## config.mk

```make
export PLATFORM = sky130hd
export DESIGN_NAME = gpio_bank_ctrl
export DESIGN_NICKNAME = d
export VERILOG_FILES = /design/src/rtl/gpio_bank_pkg.sv /design/src/rtl/gpio_cfg_regs.sv /design/src/rtl/gpio_io_decode.sv /design/src/rtl/gpio_group_slice.sv /design/src/rtl/gpio_bank_ctrl.sv
export SDC_FILE = /design/constraint.sdc
export NUM_CORES = 1
export LEC_CHECK = 0
export BUFFER_PORTS_ARGS = -buffer_cell sky130_fd_sc_hd__buf_2
export CORE_MARGIN = 4
export CORE_UTILIZATION = 50
export CTS_BUF_LIST = sky130_fd_sc_hd__clkbuf_4 sky130_fd_sc_hd__clkbuf_8
export CTS_CLUSTER_SIZE = 8
export DETAILED_ROUTE_END_ITERATION = 7
export PLACE_DENSITY_LB_ADDON = 0.2
export SLEW_MARGIN = 20
export SYNTH_ARGS = -nofsm -noshare
export SYNTH_HDL_FRONTEND = slang
export SYNTH_SLANG_ARGS = --single-unit
```

## constraint.sdc

```tcl
create_clock -name clk -period 3.95 [get_ports clk]
set_input_delay 0.395 -clock clk [delete_from_list [all_inputs] [get_ports clk]]
set_output_delay 0.395 -clock clk [all_outputs]
set_load 0.01 [all_outputs]
```

## src/rtl/gpio_bank_pkg.sv

```systemverilog
package gpio_bank_pkg;

    // Address decoder states
    typedef enum logic {
        DEC_OFF = 1'b0,
        DEC_ON  = 1'b1
    } dec_state_e;

    // Width of the relocatable data-port base
    localparam int BASE_W = 16;

    // Configuration index map inside the GPIO device space
    localparam logic [7:0] IDX_BASE_HI = 8'h62;
    localparam logic [7:0] IDX_BASE_LO = 8'h63;
    localparam logic [7:0] IDX_INV0    = 8'hB0;
    localparam logic [7:0] IDX_SEL0    = 8'hC0;
    localparam logic [7:0] IDX_OE0     = 8'hC8;

endpackage

```

## src/rtl/gpio_cfg_regs.sv

```systemverilog
module gpio_cfg_regs
    import gpio_bank_pkg::*;
#(
    parameter int NUM_GROUPS = 8,
    parameter int GROUP_W    = 8,
    parameter int NUM_PROG   = 5
) (
    input  logic                           clk,
    input  logic                           rst_n,
    input  logic                           cfg_sel,
    input  logic                           cfg_wr,
    input  logic [7:0]                     cfg_idx,
    input  logic [GROUP_W-1:0]             cfg_wdata,
    output logic [GROUP_W-1:0]             cfg_rdata,
    output logic [NUM_PROG*GROUP_W-1:0]    sel_bits,
    output logic [NUM_PROG*GROUP_W-1:0]    inv_bits,
    output logic [NUM_GROUPS*GROUP_W-1:0]  oe_bits,
    output logic [BASE_W-1:0]              base
);

    logic                wr_ok;
    logic [GROUP_W-1:0]  oe_q  [NUM_GROUPS];
    logic [GROUP_W-1:0]  sel_q [NUM_PROG];
    logic [GROUP_W-1:0]  inv_q [NUM_PROG];
    logic [BASE_W-1:0]   base_q;

    assign wr_ok = cfg_sel & cfg_wr;

    // Output-enable register per bank
    for (genvar g = 0; g < NUM_GROUPS; g++) begin : g_oe
        localparam logic [7:0] MY_IDX = IDX_OE0 + 8'(g);
        always_ff @(posedge clk or negedge rst_n) begin
            if (!rst_n)
                oe_q[g] <= '0;
            else if (wr_ok && cfg_idx == MY_IDX)
                oe_q[g] <= cfg_wdata;
        end
        assign oe_bits[g*GROUP_W +: GROUP_W] = oe_q[g];
    end

    // Select and inversion registers, only for the programmable banks
    for (genvar g = 0; g < NUM_PROG; g++) begin : g_prog
        localparam logic [7:0] SEL_IDX = IDX_SEL0 + 8'(g);
        localparam logic [7:0] INV_IDX = IDX_INV0 + 8'(g);
        always_ff @(posedge clk or negedge rst_n) begin
            if (!rst_n) begin
                sel_q[g] <= '0;
                inv_q[g] <= '0;
            end else if (wr_ok) begin
                if (cfg_idx == SEL_IDX) sel_q[g] <= cfg_wdata;
                if (cfg_idx == INV_IDX) inv_q[g] <= cfg_wdata;
            end
        end
        assign sel_bits[g*GROUP_W +: GROUP_W] = sel_q[g];
        assign inv_bits[g*GROUP_W +: GROUP_W] = inv_q[g];
    end

    // Base address, written one byte at a time
    always_ff @(posedge clk or negedge rst_n) begin
        if (!rst_n)
            base_q <= '0;
        else if (wr_ok && cfg_idx == IDX_BASE_HI)
            base_q[BASE_W-1:8] <= cfg_wdata[7:0];
        else if (wr_ok && cfg_idx == IDX_BASE_LO)
            base_q[7:0] <= cfg_wdata[7:0];
    end
    assign base = base_q;

    // Readback mux; unknown indices and a deselected port return zero
    always_comb begin
        cfg_rdata = '0;
        if (cfg_sel) begin
            if (cfg_idx == IDX_BASE_HI) cfg_rdata = GROUP_W'(base_q[BASE_W-1:8]);
            if (cfg_idx == IDX_BASE_LO) cfg_rdata = GROUP_W'(base_q[7:0]);
            for (int g = 0; g < NUM_GROUPS; g++)
                if (cfg_idx == IDX_OE0 + 8'(g)) cfg_rdata = oe_q[g];
            for (int g = 0; g < NUM_PROG; g++) begin
                if (cfg_idx == IDX_SEL0 + 8'(g)) cfg_rdata = sel_q[g];
                if (cfg_idx == IDX_INV0 + 8'(g)) cfg_rdata = inv_q[g];
            end
        end
    end

endmodule

```

## src/rtl/gpio_io_decode.sv

```systemverilog
module gpio_io_decode
    import gpio_bank_pkg::*;
#(
    parameter int NUM_GROUPS = 8,
    localparam int GRP_W     = $clog2(NUM_GROUPS)
) (
    input  logic              clk,
    input  logic              rst_n,
    input  logic [BASE_W-1:0] base,
    input  logic [BASE_W-1:0] io_addr,
    input  logic              io_wr,
    output logic              hit,
    output logic              wr_hit,
    output logic [GRP_W-1:0]  grp
);

    localparam logic [BASE_W-1:0] WIN = BASE_W'(NUM_GROUPS);

    dec_state_e        state_q, state_d;
    logic [BASE_W:0]   offset;
    logic              in_win;
    logic              base_nz;

    // Offset is computed one bit wider so that an address below the base
    // (or a window running past the top) never aliases into the window.
    assign offset  = {1'b0, io_addr} - {1'b0, base};
    assign in_win  = !offset[BASE_W] && (offset[BASE_W-1:0] < WIN);
    assign base_nz = |base;
    assign grp     = offset[GRP_W-1:0];

    always_ff @(posedge clk or negedge rst_n) begin
        if (!rst_n)
            state_q <= DEC_OFF;
        else
            state_q <= state_d;
    end

    always_comb begin
        state_d = state_q;
        hit     = 1'b0;
        unique case (state_q)
            DEC_OFF: begin
                if (base_nz) state_d = DEC_ON;   // off_to_on
            end
            DEC_ON: begin
                hit = in_win;
                if (!base_nz) state_d = DEC_OFF; // on_to_off
            end
            default: state_d = DEC_OFF;
        endcase
        wr_hit = hit & io_wr;
    end

endmodule

```

## src/rtl/gpio_group_slice.sv

```systemverilog
module gpio_group_slice #(
    parameter int GROUP_W = 8
) (
    input  logic               clk,
    input  logic               rst_n,
    input  logic               wr_en,
    input  logic [GROUP_W-1:0] wdata,
    input  logic [GROUP_W-1:0] act,
    input  logic [GROUP_W-1:0] inv,
    input  logic [GROUP_W-1:0] oe,
    input  logic [GROUP_W-1:0] pad_in,
    output logic [GROUP_W-1:0] pad_oe,
    output logic [GROUP_W-1:0] pad_out,
    output logic [GROUP_W-1:0] rd_bits
);

    logic [GROUP_W-1:0] latch_q;

    always_ff @(posedge clk or negedge rst_n) begin
        if (!rst_n)
            latch_q <= '0;
        else if (wr_en)
            latch_q <= wdata;
    end

    assign pad_oe  = act & oe;
    assign pad_out = latch_q & pad_oe;
    assign rd_bits = act & ((oe & latch_q) | (~oe & (pad_in ^ inv)));

endmodule

```

## src/rtl/gpio_bank_ctrl.sv

```systemverilog
module gpio_bank_ctrl
    import gpio_bank_pkg::*;
#(
    parameter int NUM_GROUPS = 8,
    parameter int GROUP_W    = 8,
    parameter int NUM_PROG   = 5,
    localparam int NPINS     = NUM_GROUPS * GROUP_W,
    localparam int NPROG_B   = NUM_PROG * GROUP_W,
    localparam int GRP_W     = $clog2(NUM_GROUPS)
) (
    input  logic               clk,
    input  logic               rst_n,
    input  logic               cfg_sel,
    input  logic               cfg_wr,
    input  logic [7:0]         cfg_idx,
    input  logic [GROUP_W-1:0] cfg_wdata,
    output logic [GROUP_W-1:0] cfg_rdata,
    input  logic [BASE_W-1:0]  io_addr,
    input  logic               io_wr,
    input  logic [GROUP_W-1:0] io_wdata,
    output logic [GROUP_W-1:0] io_rdata,
    input  logic [NPINS-1:0]   pad_in,
    output logic [NPINS-1:0]   pad_oe,
    output logic [NPINS-1:0]   pad_out
);

    logic [NPROG_B-1:0]  cfg_sel_bits;
    logic [NPROG_B-1:0]  cfg_inv_bits;
    logic [NPINS-1:0]    cfg_oe_bits;
    logic [BASE_W-1:0]   cfg_base;
    logic                dec_hit;
    logic                dec_wr;
    logic [GRP_W-1:0]    dec_grp;
    logic [GROUP_W-1:0]  grp_rd [NUM_GROUPS];

    gpio_cfg_regs #(
        .NUM_GROUPS (NUM_GROUPS),
        .GROUP_W    (GROUP_W),
        .NUM_PROG   (NUM_PROG)
    ) u_cfg (
        .clk       (clk),
        .rst_n     (rst_n),
        .cfg_sel   (cfg_sel),
        .cfg_wr    (cfg_wr),
        .cfg_idx   (cfg_idx),
        .cfg_wdata (cfg_wdata),
        .cfg_rdata (cfg_rdata),
        .sel_bits  (cfg_sel_bits),
        .inv_bits  (cfg_inv_bits),
        .oe_bits   (cfg_oe_bits),
        .base      (cfg_base)
    );

    gpio_io_decode #(
        .NUM_GROUPS (NUM_GROUPS)
    ) u_dec (
        .clk     (clk),
        .rst_n   (rst_n),
        .base    (cfg_base),
        .io_addr (io_addr),
        .io_wr   (io_wr),
        .hit     (dec_hit),
        .wr_hit  (dec_wr),
        .grp     (dec_grp)
    );

    for (genvar g = 0; g < NUM_GROUPS; g++) begin : g_bank
        logic [GROUP_W-1:0] act_g;
        logic [GROUP_W-1:0] inv_g;
        if (g < NUM_PROG) begin : g_sel
            assign act_g = cfg_sel_bits[g*GROUP_W +: GROUP_W];
            assign inv_g = cfg_inv_bits[g*GROUP_W +: GROUP_W];
        end else begin : g_fixed
            assign act_g = '1;
            assign inv_g = '0;
        end

        gpio_group_slice #(
            .GROUP_W (GROUP_W)
        ) u_slice (
            .clk     (clk),
            .rst_n   (rst_n),
            .wr_en   (dec_wr && dec_grp == GRP_W'(g)),
            .wdata   (io_wdata),
            .act     (act_g),
            .inv     (inv_g),
            .oe      (cfg_oe_bits[g*GROUP_W +: GROUP_W]),
            .pad_in  (pad_in[g*GROUP_W +: GROUP_W]),
            .pad_oe  (pad_oe[g*GROUP_W +: GROUP_W]),
            .pad_out (pad_out[g*GROUP_W +: GROUP_W]),
            .rd_bits (grp_rd[g])
        );
    end

    assign io_rdata = dec_hit ? grp_rd[dec_grp] : '0;

endmodule

```

==> metrics.txt <==
sequential area share after synthesis 43.6%; Filler cells 2,146; pre-CTS WS 0.171 ns; Pre-antenna DRT Iters 6; Hold Fails Final Rpt 0; CP startpoint u_cfg.base[7]; CTS sink cnt 225; Routed WL 50.7 mm; RSZ-0062 raised after global routing yes; mux cell area share after synthesis 18.5%; minimum clock period 3.94 ns; number of synthesized flops with an enable pin 0; Seq pwr share 44.4%; asr flop ratio synth 100%; Reg area 5630 sq um; status finished clean; top-area cell type share of the netlist area 43.6%; area leader, netlist dfrtp_1; DRC 0; first-pass GRT wire length 73.9 mm; pwr dens 340 nW/um^2; prevailing post-synth register cell dfrtp_1; critical path data arrival time 3.54 ns; HPWL after detailed placement 37.2 mm; Netlist cell types 63; Worst Path Max Fanout 8; Switching Power 1.46 mW; hold path startpoint io_wdata[6]; CTS tree yes; Die Height 169 microns; Congestion Overflow GR 0; via count 12,001; largest net degree at the start of global routing 104; most numerous cell in the Yosys netlist dfrtp_1; Synth Area in XOR/XNOR 3.12%; synthesis-stage register bit count 225; initial core utilization 51.0%; Cell Area, Synth 12,900 sq um; Synth Area in Compound Gates 13.6%; hold crit path type input port to register; max-slew violation count 0; period utilization 99.7%; # nets final 1,676; YS warnings 0; Layout Cells excl Fill 1,910; Layout area overhead 24.4%; Post-synth top cells 225 x dfrtp_1, 212 x mux2_2, 98 x nand2_1; Post-Synth Adder-Cell Area 1.70%; peak supply drop 0.260 mV; core area 25,300 sq um; Slew headroom 39.6%; clock buffers created by TritonCTS 40; placed cell count 1,820; Net Count, Synth 1,368; Worst path max stage delay 0.56 ns; Cells after Synth 1,242; cell family with most CP delay simple AND/OR/NAND/NOR gates; routed length on met1 20.9 mm; Die X 169 microns; met2 WL 22.7 mm; GRT Util Overall 34.4%; Clock power frac 44.7%; largest family of logic cells by synthesized area multiplexers; WL/cell 26.5 microns; FF-to-FF Start u_cfg.base[0]; metal3 WL 5.27 mm; internal power 4.00 mW; top layer in use met4; FMAX 254 MHz; multi-input logic area 6990 sq um; layout cells sized above 1 42.2%; Max Cap Violations 0; syn avg cell area 10.4 sq um; Clock Latency Late Sink 0.55 ns; Combinational Power Share 10.9%; Worst Setup Slack, final 0.0122 ns; DIE AREA 28,500 sq um; port buffer count 252; skew final 0.0208 ns; CP required 3.56 ns; measured slew at the worst slew-check pin 0.898 ns; Max clock buf depth 3; htree depth 2; CTS clk-pin slew, worst paths 0.06 ns; slowest stage cell, crit path or4_4; 1st-iter DRT viols 1,318; CP bufs+invs 3; drt via density 6.28; CTS root buf clkbuf_8; Worst setup EP type primary output; Synth Area in Simple Gates 15.4%; Routability Congestion 0.961; antenna violations before repair 1; top cells by area, synth dfrtp_1 44%, mux2_2 18%, and2_1 3.2%; Net Sw Frac 26.8%; critical-path cell list inv_1, ha_1, and3_1, nor3b_1, a31oi_2, a21oi_2, nor2_1, or4_4, buf_12, nor4_4, buf_2; crit path launch type register; leakage dissipation 8.12 nW; FP Rows 58; vias in the first global route 11,636; crit path kind register to primary output; final setup fails 0; I/O Pins 253; Post-DRT Antenna Nets 0
==> what timing repair did <==
item / in CTS / in global routing
setup endpoints to repair: 8 / 71
hold endpoints to repair: 100 / 0
buffers inserted: 9 / 8
pin swaps: 4 / 4
gates resized for setup: 15 / 25
gates cloned: 0 / 0
hold buffers: 1 / 0
==> per-stage QoR <==
| step | hold slack [ns] | utilization [%] | power, mW | instance area, sq um | setup TNS, ns |
|---|---|---|---|---|---|
| 5_1_grt | 0.239 | 63.5 | 5.65 | 16100 | -0.648 |
| 3_3_place_gp | 0.480 | 58.6 | 3.01 | 14800 | 0 |
| 4_1_cts | 0.203 | 62.7 | 5.45 | 15900 | 0 |
| 6_report | 0.238 | 63.5 | 5.47 | 16100 | 0 |
| 2_1_floorplan | 0.0994 | - | 2.73 | 12900 | 0 |
| 3_5_place_dp | 0.487 | 58.6 | 3.01 | 14800 | 0 |
==> cell families after synthesis <==
kind of cell	Yosys count
DFF	225
and+or+nand+nor	371
AOI/OAI and AO/OA	256
adders and majority gates	17
buffers and inverters	114
muxes	213
xor gates and xnor gates	46
==> cell usage in the layout, fill, tap and decap left out, types with 29 or more instances in the layout <==
cell / count
dfrtp_1: 225
buf_2: 251
clkbuf_8: 58
nor3_1: 29
buf_4: 79
a21oi_1: 32
nor2_1: 40
and3_1: 43
xnor2_1: 42
nand2_1: 98
mux2_2: 212
inv_1: 40
o21ai_0: 71
and2_1: 66
==> layout make-up <==
cell class / instances / area share, %
repair buffers: 339 / 12.4
clock inverters: 6 / 0.366
inverters: 41 / 0.957
well taps: 330 / 2.57
multi-input cells: 903 / 43.4
clock buffers: 65 / 5.29
diodes: 1 / 0.0156
flip-flops and latches: 225 / 35.0
==> path summary, 6_finish.rpt <==
check	depth (start not counted)	end	slack (ns)
worst max-delay path	11	io_rdata[4]	0.01
worst min-delay path	2	g_bank[6].u_slice.latch_q[6]	0.24
worst max register to register	22	g_bank[0].u_slice.latch_q[4]	0.04
worst min register to register	1	g_bank[5].u_slice.latch_q[4]	0.50
max in group asynchronous	3	u_cfg.oe_bits[4]	2.46
min in group asynchronous	2	u_cfg.oe_bits[60]	0.44
==> power groups by stage <==
stage,combinational (mW),clock [mW],sequential [mW]
2_1_floorplan,0.291,0,2.44
3_3_place_gp,0.550,0,2.46
3_5_place_dp,0.550,0,2.46
4_1_cts,0.563,2.46,2.42
5_1_grt,0.637,2.58,2.43
6_report,0.597,2.44,2.43
==> state kept, by name, summed over array words and instances, names as in the netlist <==
name / flops
u_cfg.sel_bits: 40
u_cfg.inv_bits: 40
u_cfg.oe_bits: 64
u_dec.state_q: 1
g_bank.u_slice.latch_q: 64
u_cfg.base: 16
==> routing by layer <==
layer | global-route usage [%] | up-vias
li1 | - | 5207
met1 | 50.1 | 6002
met2 | 52.8 | 684
met3 | 6.26 | 108
met4 | 10.6 | 0
met5 | 0 | -
(Power assumes the default switching activity.)
